### src/rtl/cpio_regs.sv
module cpio_regs #(
  parameter bit EXPORT_REGION = 1'b1,
  parameter bit HZ50          = 1'b0,
  parameter int NPORTS        = 3,
  parameter int ADDR_W        = 16,
  parameter int OFS_W         = 13,
  parameter int CP_AW         = 15
) (
  input  logic                  clk,
  input  logic                  rst_n,
  input  logic                  bus_sel,
  input  logic                  bus_we,
  input  logic                  bus_word,
  input  logic [ADDR_W-1:0]     bus_addr,
  input  logic [15:0]           bus_wdata,
  input  logic [15:0]           open_bus,
  output logic                  bus_ack,
  output logic [15:0]           bus_rdata,
  output logic [NPORTS*8-1:0]   port_data_o,
  output logic [NPORTS*8-1:0]   port_ctrl_o,
  output logic                  cp_busreq_o,
  output logic                  cp_reset_o,
  input  logic                  cp_busack_i,
  output logic                  cp_mem_en,
  output logic                  cp_mem_we,
  output logic [CP_AW-1:0]      cp_mem_addr,
  output logic [7:0]            cp_mem_wdata,
  input  logic [7:0]            cp_mem_rdata
);

  localparam logic [OFS_W-1:0] LOW_LIMIT  = OFS_W'(16'h0100);
  localparam logic [OFS_W-1:0] BUSREQ_OFS = OFS_W'(16'h1100);
  localparam logic [OFS_W-1:0] RESET_OFS  = OFS_W'(16'h1200);
  localparam logic [7:0]       VERSION    = {EXPORT_REGION, HZ50, 1'b1, 5'b0};

  logic             busy, p_we;
  logic [CP_AW-1:0] p_addr;
  logic [7:0]       p_wdata;
  logic [7:0]       pdata [NPORTS];
  logic [7:0]       pctrl [NPORTS];
  logic [7:0]       ctl_byte;

  wire             start    = bus_sel & ~busy;
  wire             ctl_area = bus_addr[ADDR_W-1];
  wire [OFS_W-1:0] ofs      = bus_addr[OFS_W-1:0];
  wire             low_area = ofs < LOW_LIMIT;
  wire [6:0]       rsel     = ofs[7:1];
  wire             hi_lane  = bus_word & ~low_area;
  wire [7:0]       wbyte    = hi_lane ? bus_wdata[15:8] : bus_wdata[7:0];
  wire             ctl_wr   = start & ctl_area & bus_we;
  wire             low_wr   = ctl_wr & low_area;

  for (genvar i = 0; i < NPORTS; i++) begin : g_port
    always_ff @(posedge clk or negedge rst_n) begin
      if (!rst_n) begin
        pdata[i] <= '0;
        pctrl[i] <= '0;
      end else begin
        if (low_wr && rsel == 7'(i + 1))          pdata[i] <= wbyte;
        if (low_wr && rsel == 7'(i + 1 + NPORTS)) pctrl[i] <= wbyte;
      end
    end
    assign port_data_o[8*i +: 8] = pdata[i];
    assign port_ctrl_o[8*i +: 8] = pctrl[i];
  end

  always_comb begin
    ctl_byte = 8'hFF;
    if (low_area) begin
      if (rsel == 7'd0) ctl_byte = VERSION;
      for (int i = 0; i < NPORTS; i++) begin
        if (rsel == 7'(i + 1))          ctl_byte = pdata[i];
        if (rsel == 7'(i + 1 + NPORTS)) ctl_byte = pctrl[i];
      end
    end else if (ofs == BUSREQ_OFS) begin
      ctl_byte = (open_bus[15:8] & 8'hFE) | {7'd0, ~cp_busack_i};
    end else if (ofs == RESET_OFS) begin
      ctl_byte = {7'd0, ~cp_reset_o};
    end
  end

  wire [15:0] ctl_rd = hi_lane ? {ctl_byte, open_bus[7:0]} : {ctl_byte, ctl_byte};

  always_ff @(posedge clk or negedge rst_n) begin
    if (!rst_n) begin
      cp_busreq_o <= 1'b0;
      cp_reset_o  <= 1'b1;
    end else if (ctl_wr) begin
      if (ofs == BUSREQ_OFS) cp_busreq_o <= wbyte[0];
      if (ofs == RESET_OFS)  cp_reset_o  <= ~wbyte[0];
    end
  end

  always_ff @(posedge clk or negedge rst_n) begin
    if (!rst_n) begin
      busy    <= 1'b0;
      p_we    <= 1'b0;
      p_addr  <= '0;
      p_wdata <= '0;
    end else begin
      busy <= start & ~ctl_area;
      if (start && !ctl_area) begin
        p_we    <= bus_we;
        p_addr  <= bus_addr[CP_AW-1:0];
        p_wdata <= bus_word ? bus_wdata[15:8] : bus_wdata[7:0];
      end
    end
  end

  always_ff @(posedge clk or negedge rst_n) begin
    if (!rst_n) begin
      bus_ack   <= 1'b0;
      bus_rdata <= '0;
    end else begin
      bus_ack <= (start & ctl_area) | busy;
      if (start && ctl_area && !bus_we)
        bus_rdata <= ctl_rd;
      else if (busy && !p_we)
        bus_rdata <= cp_busack_i ? {cp_mem_rdata, cp_mem_rdata} : 16'hFFFF;
    end
  end

  assign cp_mem_en    = busy & cp_busack_i;
  assign cp_mem_we    = cp_mem_en & p_we;
  assign cp_mem_addr  = p_addr;
  assign cp_mem_wdata = p_wdata;

  AST_CTRL_ACK_NEXT: assert property (@(posedge clk) disable iff (!rst_n)
    (start && ctl_area) |=> bus_ack);
  AST_MEM_WAIT_CYCLE: assert property (@(posedge clk) disable iff (!rst_n)
    (start && !ctl_area) |=> !bus_ack);
  AST_MEM_ACK_AFTER_WAIT: assert property (@(posedge clk) disable iff (!rst_n)
    busy |=> bus_ack);
  AST_UNGRANTED_READ_ONES: assert property (@(posedge clk) disable iff (!rst_n)
    (busy && !p_we && !cp_busack_i) |=> bus_rdata == 16'hFFFF);
  AST_BUSREQ_FOLLOWS_WRITE: assert property (@(posedge clk) disable iff (!rst_n)
    (ctl_wr && ofs == BUSREQ_OFS) |=> cp_busreq_o == $past(wbyte[0]));
  AST_RESET_FOLLOWS_WRITE: assert property (@(posedge clk) disable iff (!rst_n)
    (ctl_wr && ofs == RESET_OFS) |=> cp_reset_o == !$past(wbyte[0]));
  AST_SEL_IN_WAIT_IGNORED: assert property (@(posedge clk) disable iff (!rst_n)
    (bus_sel && busy) |=> ($stable(cp_busreq_o) && $stable(cp_reset_o)));

endmodule

### config.mk
export PLATFORM = sky130hd
export DESIGN_NAME = cpio_regs
export DESIGN_NICKNAME = d
export VERILOG_FILES = /design/src/rtl/cpio_regs.sv
export SDC_FILE = /design/constraint.sdc
export NUM_CORES = 1
export LEC_CHECK = 0
export BUFFER_PORTS_ARGS = -buffer_cell sky130_fd_sc_hd__buf_2
export CELL_PAD_IN_SITES_DETAIL_PLACEMENT = 0
export CELL_PAD_IN_SITES_GLOBAL_PLACEMENT = 1
export CORE_ASPECT_RATIO = 1.75
export CORE_MARGIN = 2
export CORE_UTILIZATION = 35
export CTS_BUF_LIST = sky130_fd_sc_hd__clkbuf_8
export DETAILED_ROUTE_END_ITERATION = 10
export GPL_TIMING_DRIVEN = 0
export PLACE_DENSITY = 0.83
export RECOVER_POWER = 25
export SYNTH_ARGS = -nofsm -noshare
export SYNTH_HDL_FRONTEND = slang
export SYNTH_SLANG_ARGS = --single-unit
### constraint.sdc
create_clock -name clk -period 1.9 [get_ports clk]
set_input_delay 0.095 -clock clk [delete_from_list [all_inputs] [get_ports clk]]
set_output_delay 0.095 -clock clk [all_outputs]
set_load 0.05 [all_outputs]
==> summary.txt, run 1 <==
SETUP PATH
------------------------------------------------------------------------------------
Number of buffer and inverter stages on the critical path                          2
CP required                                                                  2.15 ns
Register-to-register setup slack                                             0.09 ns
Worst flop-to-flop path endpoint                                        port_data_o[21]
Depth of the critical timing path with buffers and inverters included              7
Startpoint Class                                                          input port
Kind of end point of the critical path                                          flop
Worst EP arrival                                                             2.08 ns
Largest driver fanout on the critical path                                        10
Worst setup path class                                                  input port to flop
CP max-delay cell                                                             nor4_1
Delay contributed by the slowest stage of the critical path                  0.83 ns
Reg2reg start                                                                   busy
Crit path max-delay family                                              simple AND/OR/NAND/NOR gates
Worst-case reg-to-reg path depth                                                   6
Series of cell instances along the critical path                        buf_2 > nor4_1 > nand3_1 > nand2b_2 > clkbuf_2 > nand2_1 > o21ai_0

CTS
------------------------------------------------------------------------------------
CTS root buffer                                                             clkbuf_8
CTS tree                                                                       built
Number of buffers created by CTS                                                   9
Deepest level of the CTS H-tree                                                    3
TritonCTS Sinks                                                                   92
Clock latency at the later pin of the worst-skew pair                        0.38 ns
Number of buffers on the longest clock path                                        2
CTS clock-pin slew for the worst setup and hold paths                        0.10 ns

LOGIC SYNTHESIS
------------------------------------------------------------------------------------
Cell count after synthesis                                                       446
Post-synth design cell area                                                 4500 µm²
Distinct cell type count after synthesis                                          58
Number of enable flip-flop cells after synthesis                                   0
Register area share after synthesis                                            51.2%
Total number of yosys warnings                                                     0
Post-synth net total                                                             508
Most used flip-flop cell after synthesis                                     dfrtp_1
Post-synthesis sequential element count                                           92
Average footprint of a synthesized cell                                     10.1 µm²
Share of synthesized registers carrying an async set or reset                   100%

FLOORPLAN
------------------------------------------------------------------------------------
I/O pin count                                                                    154
Overall die height                                                            154 µm
Overall die area                                                          13,800 µm²
Std cell rows                                                                     54
Placeable Area                                                            12,500 µm²
Overall die width                                                            89.7 µm
Starting density of the core                                                   36.0%

STA
------------------------------------------------------------------------------------
Final period demand of the worst path                                        1.83 ns
Smallest setup slack after layout                                          0.0674 ns
Final critical-path share of the clock period                                  96.5%
Worst Skew                                                                 0.0155 ns
Timing-limited maximum frequency                                           0.546 GHz
Minimum hold slack                                                        0.00367 ns
Hold Violations, Final                                                             0
Normalized max-slew margin                                                     22.5%
Transition time at the pin with the least slew margin                        1.16 ns
Final setup viols                                                                  0
Final number of max-transition violations                                          0

FINAL LAYOUT
------------------------------------------------------------------------------------
Highest-count cells in the layout ignoring fill and taps                buf_2, dfrtp_1, o21ai_0, nand2_1, a21oi_1
Multi-input logic area                                                      2160 µm²
FF/Latch Area                                                               2300 µm²
Synth-to-layout area growth                                                    32.5%
Post-route core utilization                                                    47.7%
Share of layout cells above drive strength 1                                   37.1%
Post-route insts no fill                                                         799
Number of nets in the layout                                                     687
Most common cell after layout, fill and taps aside                             buf_2
Number of filler cells placed in the layout                                    1,216

JOB
------------------------------------------------------------------------------------
Reported max-cap violation count                                                   0

PLACEMENT
------------------------------------------------------------------------------------
Routability Congestion                                                         0.909
Number of placed instances with taps included                                    766
Post-Place Setup Slack                                                     -0.568 ns
Input/output buffers                                                             151
Post-DP HPWL                                                               12,300 µm

GLOBAL ROUTING
------------------------------------------------------------------------------------
Global-route wire length before repair                                     24,500 µm
Tot GR Track Use                                                               22.9%
Number of global-route vias before repair                                      4,447
Number of antenna violations at the first check in global routing                  1
Global-route congestion overflow total                                             0
Largest net degree at the start of global routing                                 51

ROUTE
------------------------------------------------------------------------------------
Routed wire length per instance                                              19.9 µm
Detailed Routing Iterations Pass 1                                                 5
Total detailed-routing wirelength                                          15,900 µm
Initial DRC Count                                                                253
Final routed DRC violation total                                                   0
Vias/cell                                                                       5.42
Number of nets with antenna violations after routing                               0
Number of vias after detailed routing                                          4,334

MIN PATH
------------------------------------------------------------------------------------
Type of the tightest min-delay check                                    input port to flop
Worst-case hold path end point                                          bus_rdata[11]
Start point of the worst min-delay path                                 cp_mem_rdata[3]
Hold-critical path depth                                                           3

PWR
------------------------------------------------------------------------------------
Ratio of total power to cell area                                         852 nW/µm²
Worst vdd rail ir drop                                                    0.000320 V
Leak Pwr                                                                     2.81 nW

STATUS
------------------------------------------------------------------------------------
Outcome                                                                    completed

per-layer routing:
metal | wire [µm] | global-route usage [%] | up-vias
met2 | 8710 | 42.6 | 179
met5 | 0 | 0 | -
met1 | 5840 | 25.3 | 2121
met3 | 688 | 3.09 | 40
li1 | - | - | 1994
met4 | 663 | 11.6 | 0
Yosys cell counts, types with 5 or more instances:
cell	n	area (µm²)
a21oi_1	37	185
clkbuf_1	19	71.3
dfrtp_1	91	2280
mux2_2	18	203
mux2i_1	18	180
nand2_1	55	206
nand2b_1	8	50.1
nand3_1	7	35.0
nor2_1	27	101
nor2b_1	7	43.8
nor3_1	5	25.0
o21a_1	5	37.5
o21ai_0	58	290
o221ai_1	9	78.8
o2bb2ai_1	5	43.8
metrics by stage:
stage	cell area (µm²)	total power, W	TNS [ns]
after detailed placement	5500	0.00369	-27.95
after global placement	5470	0.00366	-32.35
after floorplan	4500	0.00324	0
final	5960	0.00508	0
after CTS	5890	0.00508	-0.103
after global routing	5960	0.00527	-0.00298
state kept, by name (all words and copies together) (netlist names):
signal	count
cp_reset_o	1
p_we	1
bus_ack	1
cp_mem_wdata	8
bus_rdata	16
busy	1
port_ctrl_o	24
cp_busreq_o	1
port_data_o	24
cp_mem_addr	15
what timing repair did:
item	4_1_cts	5_1_grt
resized for setup	23	13
pin swaps	2	1
hold buffers	9	0
buffers inserted	3	4
gates cloned	0	1
endpoints found under the hold margin	49	0
setup endpoints to repair	74	60
worst min-delay path: cells and delay by family:
| kind | cells | cell delay [ns] |
|---|---|---|
| AOI/OAI and AO/OA | 2 | 0.17 |
| buffers and inverters | 1 | 0.09 |
power breakdown:
group          switching (W)  internal (W)  total [W]
clock network       0.000715      0.000671    0.00139
registers          0.0000962       0.00213    0.00223
logic                0.00107      0.000399    0.00147
total                0.00188       0.00320    0.00508
kinds of logic (layout without fill, tap and decap cells):
| group | Yosys count | after routing | synth area share (%) |
|---|---|---|---|
| other | 0 | 1 | 0 |
| and+or+nand+nor | 141 | 141 | 17.3 |
| xor gates and xnor gates | 1 | 1 | 0.195 |
| muxes | 36 | 36 | 8.50 |
| AOI/OAI and AO/OA | 147 | 147 | 19.9 |
| DFF | 92 | 92 | 51.2 |
| buffers and inverters | 29 | 213 | 2.89 |
final cells by class:
class | instances | share of cell area (%)
Buffer | 24 | 2.18
Timing Repair Buffer | 169 | 15.7
Inverter | 4 | 0.252
Antenna cell | 1 | 0.0420
Clock buffer | 11 | 2.54
Multi-Input combinational cell | 325 | 36.3
Clock inverter | 5 | 0.860
Sequential cell | 92 | 38.6
Tap cell | 168 | 3.52
how the worst max path moves through the flow:
stage	from	endpoint	slack [ns]
floorplan	busy	port_data_o[22]	0.09
global placement	bus_addr[11]	port_data_o[14]	-0.54
detailed placement	bus_addr[11]	port_data_o[14]	-0.57
CTS	busy	bus_rdata[12]	-0.1
global route	busy	port_data_o[2]	-0.002
finish	bus_addr[6]	port_ctrl_o[20]	0.07
Note: power is estimated with default switching activity, not from simulation.
==> inputs of run 2 (changes only) <==
--- a/config.mk
+++ b/config.mk
@@ -14,7 +14,7 @@
 export CTS_BUF_LIST = sky130_fd_sc_hd__clkbuf_8
 export DETAILED_ROUTE_END_ITERATION = 10
 export GPL_TIMING_DRIVEN = 0
-export PLACE_DENSITY = 0.83
+export PLACE_DENSITY = 0.85
 export RECOVER_POWER = 25
 export SYNTH_ARGS = -nofsm -noshare
 export SYNTH_HDL_FRONTEND = slang
==> run 2 against run 1 <==
Design area fell by 0.78%. Non-clock buffer count fell by 5. Clock-buffer cell count fell by 1. Critical path type is now flop to flop. Largest power group unchanged. Highest routed layer unchanged.
==> summary.txt, run 2 (synthesis gave the netlist of run 1 again) <==
STATUS
--------------------------------------------------------------------------------
Outcome                                                                completed   unchanged

STA
--------------------------------------------------------------------------------
Final period demand of the worst path                                    1.87 ns   was 1.83 ns
Hold Violations, Final                                                         0   unchanged
Final number of max-transition violations                                      0   unchanged
Transition time at the pin with the least slew margin                    1.05 ns   was 1.16 ns
Normalized max-slew margin                                                 30.2%   was 22.5%
Worst Skew                                                            0.00995 ns   was 0.0155 ns
Final critical-path share of the clock period                              98.5%   was 96.5%
Smallest setup slack after layout                                      0.0288 ns   was 0.0674 ns
Timing-limited maximum frequency                                       0.534 GHz   was 0.546 GHz
Final setup viols                                                              0   unchanged

GLOBAL ROUTING
--------------------------------------------------------------------------------
Tot GR Track Use                                                           22.6%   was 22.9%
Global-route wire length before repair                                 24,200 µm   was 24,500 µm
Largest net degree at the start of global routing                             55   was 51
Number of antenna violations at the first check in global routing              1   unchanged
Number of global-route vias before repair                                  4,346   was 4,447
Global-route congestion overflow total                                         0   unchanged

FINAL LAYOUT
--------------------------------------------------------------------------------
Synth-to-layout area growth                                                31.4%   was 32.5%
Number of nets in the layout                                                 682   was 687
Share of layout cells above drive strength 1                               36.6%   was 37.1%
Highest-count cells in the layout ignoring fill and taps            buf_2, dfrtp_1, o21ai_0, nand2_1, a21oi_1   unchanged
Final non-filler cell area                                              5920 µm²   was 5960 µm²
Most common cell after layout, fill and taps aside                         buf_2   unchanged

SETUP PATH
--------------------------------------------------------------------------------
Number of buffer and inverter stages on the critical path                      1   was 2
Delay contributed by the slowest stage of the critical path              0.46 ns   was 0.83 ns
Worst EP arrival                                                         2.17 ns   was 2.08 ns
Largest driver fanout on the critical path                                    10   unchanged
Kind of end point of the critical path                                      flop   unchanged
Startpoint Class                                                            flop   was input port
Crit path max-delay family                                          simple AND/OR/NAND/NOR gates   unchanged
Series of cell instances along the critical path                    and4b_2 > and3_4 > nor3b_4 > buf_6 > nor2_1 > a21oi_1   was buf_2 > nor4_1 > nand3_1 > nand2b_2 > clkbuf_2 > nand2_1 > o21ai_0
CP required                                                              2.20 ns   was 2.15 ns
Worst setup path class                                              flop to flop   was input port to flop
CP max-delay cell                                                        dfrtp_2   was nor4_1

ROUTE
--------------------------------------------------------------------------------
Initial DRC Count                                                            343   was 253
Detailed Routing Iterations Pass 1                                             7   was 5
Number of nets with antenna violations after routing                           0   unchanged
Routed wire length per instance                                          20.0 µm   was 19.9 µm
Number of vias after detailed routing                                      4,332   was 4,334
Total detailed-routing wirelength                                      15,900 µm   about the same
Final routed DRC violation total                                               0   unchanged
Vias/cell                                                                   5.46   was 5.42

PLACEMENT
--------------------------------------------------------------------------------
Post-Place Setup Slack                                                 -0.621 ns   was -0.568 ns
Input/output buffers                                                         151   unchanged
Area post-placement                                                     5500 µm²   unchanged
Routability Congestion                                                     0.902   was 0.909
Post-DP HPWL                                                           12,200 µm   was 12,300 µm

CTS
--------------------------------------------------------------------------------
CTS clock-pin slew for the worst setup and hold paths                    0.09 ns   was 0.10 ns
Clock latency at the later pin of the worst-skew pair                    0.38 ns   about the same
CTS root buffer                                                         clkbuf_8   unchanged
CTS tree                                                                   built   unchanged
Number of buffers on the longest clock path                                    2   unchanged
TritonCTS Sinks                                                               92   unchanged
Number of buffers created by CTS                                               9   unchanged
Deepest level of the CTS H-tree                                                3   unchanged

PWR
--------------------------------------------------------------------------------
Ratio of total power to cell area                                     854 nW/µm²   was 852 nW/µm²
Final Total Pwr                                                        0.00505 W   was 0.00508 W
Worst vdd rail ir drop                                                0.000331 V   was 0.000320 V
Leak Pwr                                                                 2.78 nW   was 2.81 nW

FLOORPLAN
--------------------------------------------------------------------------------
Starting density of the core                                               36.0%   unchanged
Overall die area                                                      13,800 µm²   unchanged
Overall die height                                                        154 µm   unchanged
Std cell rows                                                                 54   unchanged
Overall die width                                                        89.7 µm   unchanged
Placeable Area                                                        12,500 µm²   unchanged
I/O pin count                                                                154   unchanged

JOB
--------------------------------------------------------------------------------
Reported max-cap violation count                                               0   unchanged

MIN PATH
--------------------------------------------------------------------------------
Type of the tightest min-delay check                                input port to flop   unchanged

-- run 2: metal layers --
metal	vias up	wire length (µm)	global-route usage (%)
li1	1993	-	-
met1	2088	5730	25.2
met2	202	8460	40.2
met3	49	899	4.02
met4	0	771	13.3
met5	-	0	0
-- run 2: final timing paths --
check	startpoint	endpoint	slack, ns	cells after the start
max	busy	port_data_o[21]	0.03	6
min	open_bus[1]	bus_rdata[1]	0.02	3
max reg2reg	busy	port_data_o[21]	0.03	6
min reg2reg	cp_busreq_o	cp_busreq_o	0.49	2
max in group asynchronous	rst_n	port_data_o[8]	0.67	3
min in group asynchronous	rst_n	cp_mem_addr[14]	0.43	2
-- run 2: final cells by class --
type | count | area (µm²)
fill | 1209 | 6580
sequential | 92 | 2300
multi-input combinational | 325 | 2150
timing repair buffer | 164 | 897
tap | 168 | 210
buffer | 24 | 139
clock buffer | 10 | 138
clock inverter | 6 | 63.8
inverter | 4 | 15.0
antenna | 1 | 2.50
-- run 2: power by group --
group | switching [W] | internal (W)
logic | 0.00107 | 0.000391
clock network | 0.000730 | 0.000645
registers | 0.0000915 | 0.00213
-- run 2: what timing repair did --
| item | 4_1_cts | 5_1_grt |
|---|---|---|
| pin swaps | 2 | 1 |
| hold buffers | 8 | 0 |
| endpoints found under the setup margin | 75 | 55 |
| hold endpoints to repair | 44 | 0 |
| gates resized for setup | 22 | 14 |
| buffers inserted | 3 | 1 |
-- run 2: worst min-delay path, cell delays in order --
cell       delay [ns]
buf_2            0.08
o2bb2ai_1        0.06
o21ai_0          0.12
-- run 2: metrics by stage --
step | hold WS (ns) | util, % | cells | setup TNS [ns]
2_1_floorplan | -0.201 | - | 446 | 0
3_3_place_gp | 0.328 | 43.7 | 765 | -30.74
3_5_place_dp | 0.104 | 44.0 | 766 | -28.68
4_1_cts | 0.0118 | 46.9 | 792 | -0.242
5_1_grt | 0.0186 | 47.3 | 794 | -0.00111
6_report | 0.0194 | 47.3 | 794 | 0
==> inputs of run 3 (changes only) <==
--- a/config.mk
+++ b/config.mk
@@ -12,6 +12,7 @@
 export CORE_MARGIN = 2
 export CORE_UTILIZATION = 35
 export CTS_BUF_LIST = sky130_fd_sc_hd__clkbuf_8
+export CTS_CLUSTER_SIZE = 25
 export DETAILED_ROUTE_END_ITERATION = 10
 export GPL_TIMING_DRIVEN = 0
 export PLACE_DENSITY = 0.85
==> constraint.sdc (replaced) <==
create_clock -name clk -period 1.6 [get_ports clk]
set_input_delay 0.08 -clock clk [delete_from_list [all_inputs] [get_ports clk]]
set_output_delay 0.08 -clock clk [all_outputs]
set_load 0.05 [all_outputs]
==> run 3 against run 2 <==
The run now ends with negative hold slack, negative setup slack left. Maximum frequency up 7.1%. Cell count up 3.7%. First-iteration DRC count shrank 26%. Register-to-register slack worse by 0.18 ns. Critical endpoint is now port_data_o[23]. Critical path type unchanged. Clock skew hardly changed. Die area unchanged. Core utilization up 6.6 points. Clock power increased by 11%. Highest routed layer unchanged.
==> summary.txt, run 3 (synthesis gave the netlist of run 1 again) <==
SETUP PATH
--------------------------------------------------------------------------------
Largest driver fanout on the critical path                                     6   was 10
Delay contributed by the slowest stage of the critical path              0.43 ns   was 0.46 ns
Worst EP arrival                                                         2.05 ns   was 2.17 ns
Worst setup path class                                              flop to flop   unchanged
Reg2reg start                                                               busy   unchanged
Worst-case reg-to-reg path depth                                               6   unchanged
Register-to-register setup slack                                        -0.15 ns   was 0.03 ns
Worst flop-to-flop path endpoint                                    port_data_o[23]   was port_data_o[21]
Kind of end point of the critical path                                      flop   unchanged
CP required                                                              1.90 ns   was 2.20 ns
Start point of the critical path                                            busy   unchanged
Capture point of the worst path                                     port_data_o[23]   was port_data_o[21]
CP max-delay cell                                                        dfrtp_2   unchanged
Series of cell instances along the critical path                    and4b_2 > and3_4 > nor3b_4 > buf_6 > nor2_4 > a21oi_2   was and4b_2 > and3_4 > nor3b_4 > buf_6 > nor2_1 > a21oi_1
Startpoint Class                                                            flop   unchanged

ROUTE
--------------------------------------------------------------------------------
Routed wire length per instance                                          20.7 µm   was 20.0 µm
Final routed DRC violation total                                               0   unchanged
Vias/cell                                                                   5.47   was 5.46
Detailed Routing Iterations Pass 1                                             4   was 7
Number of vias after detailed routing                                      4,503   was 4,332
Number of nets with antenna violations after routing                           0   unchanged
Total detailed-routing wirelength                                      17,100 µm   was 15,900 µm
Initial DRC Count                                                            253   was 343

CTS
--------------------------------------------------------------------------------
Number of buffers created by CTS                                               9   unchanged
CTS tree                                                                   built   unchanged
Number of buffers on the longest clock path                                    2   unchanged
Deepest level of the CTS H-tree                                                3   unchanged
CTS root buffer                                                         clkbuf_8   unchanged
CTS clock-pin slew for the worst setup and hold paths                    0.09 ns   about the same
TritonCTS Sinks                                                               92   unchanged
Clock latency at the later pin of the worst-skew pair                    0.38 ns   about the same

STA
--------------------------------------------------------------------------------
Final period demand of the worst path                                    1.75 ns   was 1.87 ns
Final number of max-transition violations                                      0   unchanged
Smallest setup slack after layout                                      -0.147 ns   was 0.0288 ns
Transition time at the pin with the least slew margin                    1.30 ns   was 1.05 ns
Final critical-path share of the clock period                               109%   was 98.5%
Final setup viols                                                             54   was 0
Normalized max-slew margin                                                 13.5%   was 30.2%
Hold Violations, Final                                                         1   was 0
Timing-limited maximum frequency                                       0.572 GHz   was 0.534 GHz
Minimum hold slack                                                   -0.00797 ns   was 0.0194 ns
Unrepaired setup endpoints after global routing                             true
Worst Skew                                                            0.00954 ns   was 0.00995 ns

FINAL LAYOUT
--------------------------------------------------------------------------------
Highest-count cells in the layout ignoring fill and taps            buf_2, dfrtp_1, nand2_1, o21ai_1, o21ai_0   was buf_2, dfrtp_1, o21ai_0, nand2_1, a21oi_1
Final non-filler cell area                                              6740 µm²   was 5920 µm²
Diode count                                                                    0   was 1
Most common cell after layout, fill and taps aside                         buf_2   unchanged
Post-route insts no fill                                                     823   was 794
Synth-to-layout area growth                                                49.7%   was 31.4%
Share of layout cells above drive strength 1                               50.1%   was 36.6%
Number of nets in the layout                                                 712   was 682
Post-route core utilization                                                53.9%   was 47.3%

FLOORPLAN
--------------------------------------------------------------------------------
I/O pin count                                                                154   unchanged
Overall die width                                                        89.7 µm   unchanged
Std cell rows                                                                 54   unchanged
Starting density of the core                                               36.0%   unchanged
Overall die area                                                      13,800 µm²   unchanged
Overall die height                                                        154 µm   unchanged
Placeable Area                                                        12,500 µm²   unchanged

PWR
--------------------------------------------------------------------------------
Clock Power Share                                                          24.9%   was 27.2%
Final Total Pwr                                                        0.00611 W   was 0.00505 W
Internal power of the cells                                            0.00381 W   was 0.00317 W
Part of the power in combinational logic                                   31.6%   was 28.8%
Ratio of total power to cell area                                     907 nW/µm²   was 854 nW/µm²
Net switching share of the total power                                     37.6%   was 37.3%
Leak Pwr                                                                 3.09 nW   was 2.78 nW
Worst vdd rail ir drop                                                0.000388 V   was 0.000331 V
Switching power summed over all nets                                   0.00230 W   was 0.00189 W
Flop pwr share                                                             43.5%   was 44.0%

STATUS
--------------------------------------------------------------------------------
Outcome                                                             complete, but fails checks   was completed
Failing checks                                                      negative hold slack, negative setup slack

PLACEMENT
--------------------------------------------------------------------------------
Area post-placement                                                     5620 µm²   was 5500 µm²
Input/output buffers                                                         151   unchanged
Routability Congestion                                                     0.895   was 0.902
Number of placed instances with taps included                                766   unchanged
Post-DP HPWL                                                           12,300 µm   was 12,200 µm

GLOBAL ROUTING
--------------------------------------------------------------------------------
Global-route wire length before repair                                 25,400 µm   was 24,200 µm
Number of global-route vias before repair                                  4,565   was 4,346
Global-route congestion overflow total                                         0   unchanged
Tot GR Track Use                                                           24.0%   was 22.6%
Largest net degree at the start of global routing                             73   was 55
Number of antenna violations at the first check in global routing              0   was 1

MIN PATH
--------------------------------------------------------------------------------
Type of the tightest min-delay check                                input port to flop   unchanged

JOB
--------------------------------------------------------------------------------
Reported max-cap violation count                                               0   unchanged

run 3: timing repair:
action                     in CTS  in global routing
setup buffers                  15                  8
gates resized for setup        95                 79
pin swaps                      14                 22
hold buffers                   11                  0
gates cloned                    6                  2
hold endpoints to repair      101                  0
setup endpoints to repair      86                 85
run 3: stage by stage:
stage	setup TNS (ns)	setup WS, ns
after floorplan	-1.51	-0.119
after global placement	-68.80	-0.703
after detailed placement	-36.78	-0.721
after CTS	-6.06	-0.182
after global routing	-14.06	-0.192
final	-3.94	-0.147
run 3: how the worst min path moves through the flow:
stage	from	end	slack, ns	cells past startpoint
floorplan	rst_n	bus_ack	-0.22	0
global placement	bus_addr[14]	cp_mem_addr[14]	0.31	2
detailed placement	rst_n	port_ctrl_o[22]	-0.01	1
CTS	bus_we	p_we	0.003	2
global route	open_bus[14]	bus_rdata[14]	0.001	3
finish	open_bus[14]	bus_rdata[14]	-0.008	3
run 3: critical path, delay by kind of cell, from the launching register on:
family / cells / cell delay [ns]
AOI/OAI and AO/OA: 1 / 0.10
buffers and inverters: 1 / 0.20
DFF: 1 / 0.43
and+or+nand+nor: 4 / 0.95
run 3: per-layer routing:
| layer | part of all wire (%) | GRT usage (%) |
|---|---|---|
| met2 | 55 | 43.8 |
| met1 | 34 | 25.3 |
| met5 | 0 | 0 |
| met4 | 6.2 | 15.4 |
| met3 | 5.1 | 3.87 |
run 3: power by group through the flow:
stage	Clock (W)	Sequential (W)	Combinational, W
global route	0.00163	0.00269	0.00202
finish	0.00152	0.00266	0.00193
global placement	0	0.00268	0.00169
detailed placement	0	0.00269	0.00172
CTS	0.00153	0.00264	0.00182
floorplan	0	0.00341	0.000452
run 3: final cells by class:
| type | instances | area [µm²] |
|---|---|---|
| repair buffers | 194 | 1270 |
| clock inverters | 4 | 23.8 |
| plain buffers | 24 | 223 |
| flip-flops and latches | 92 | 2310 |
| fillers | 1130 | 5760 |
| inverters | 4 | 15.0 |
| multi-input cells | 325 | 2520 |
| clock buffers | 12 | 165 |
| well taps | 168 | 210 |
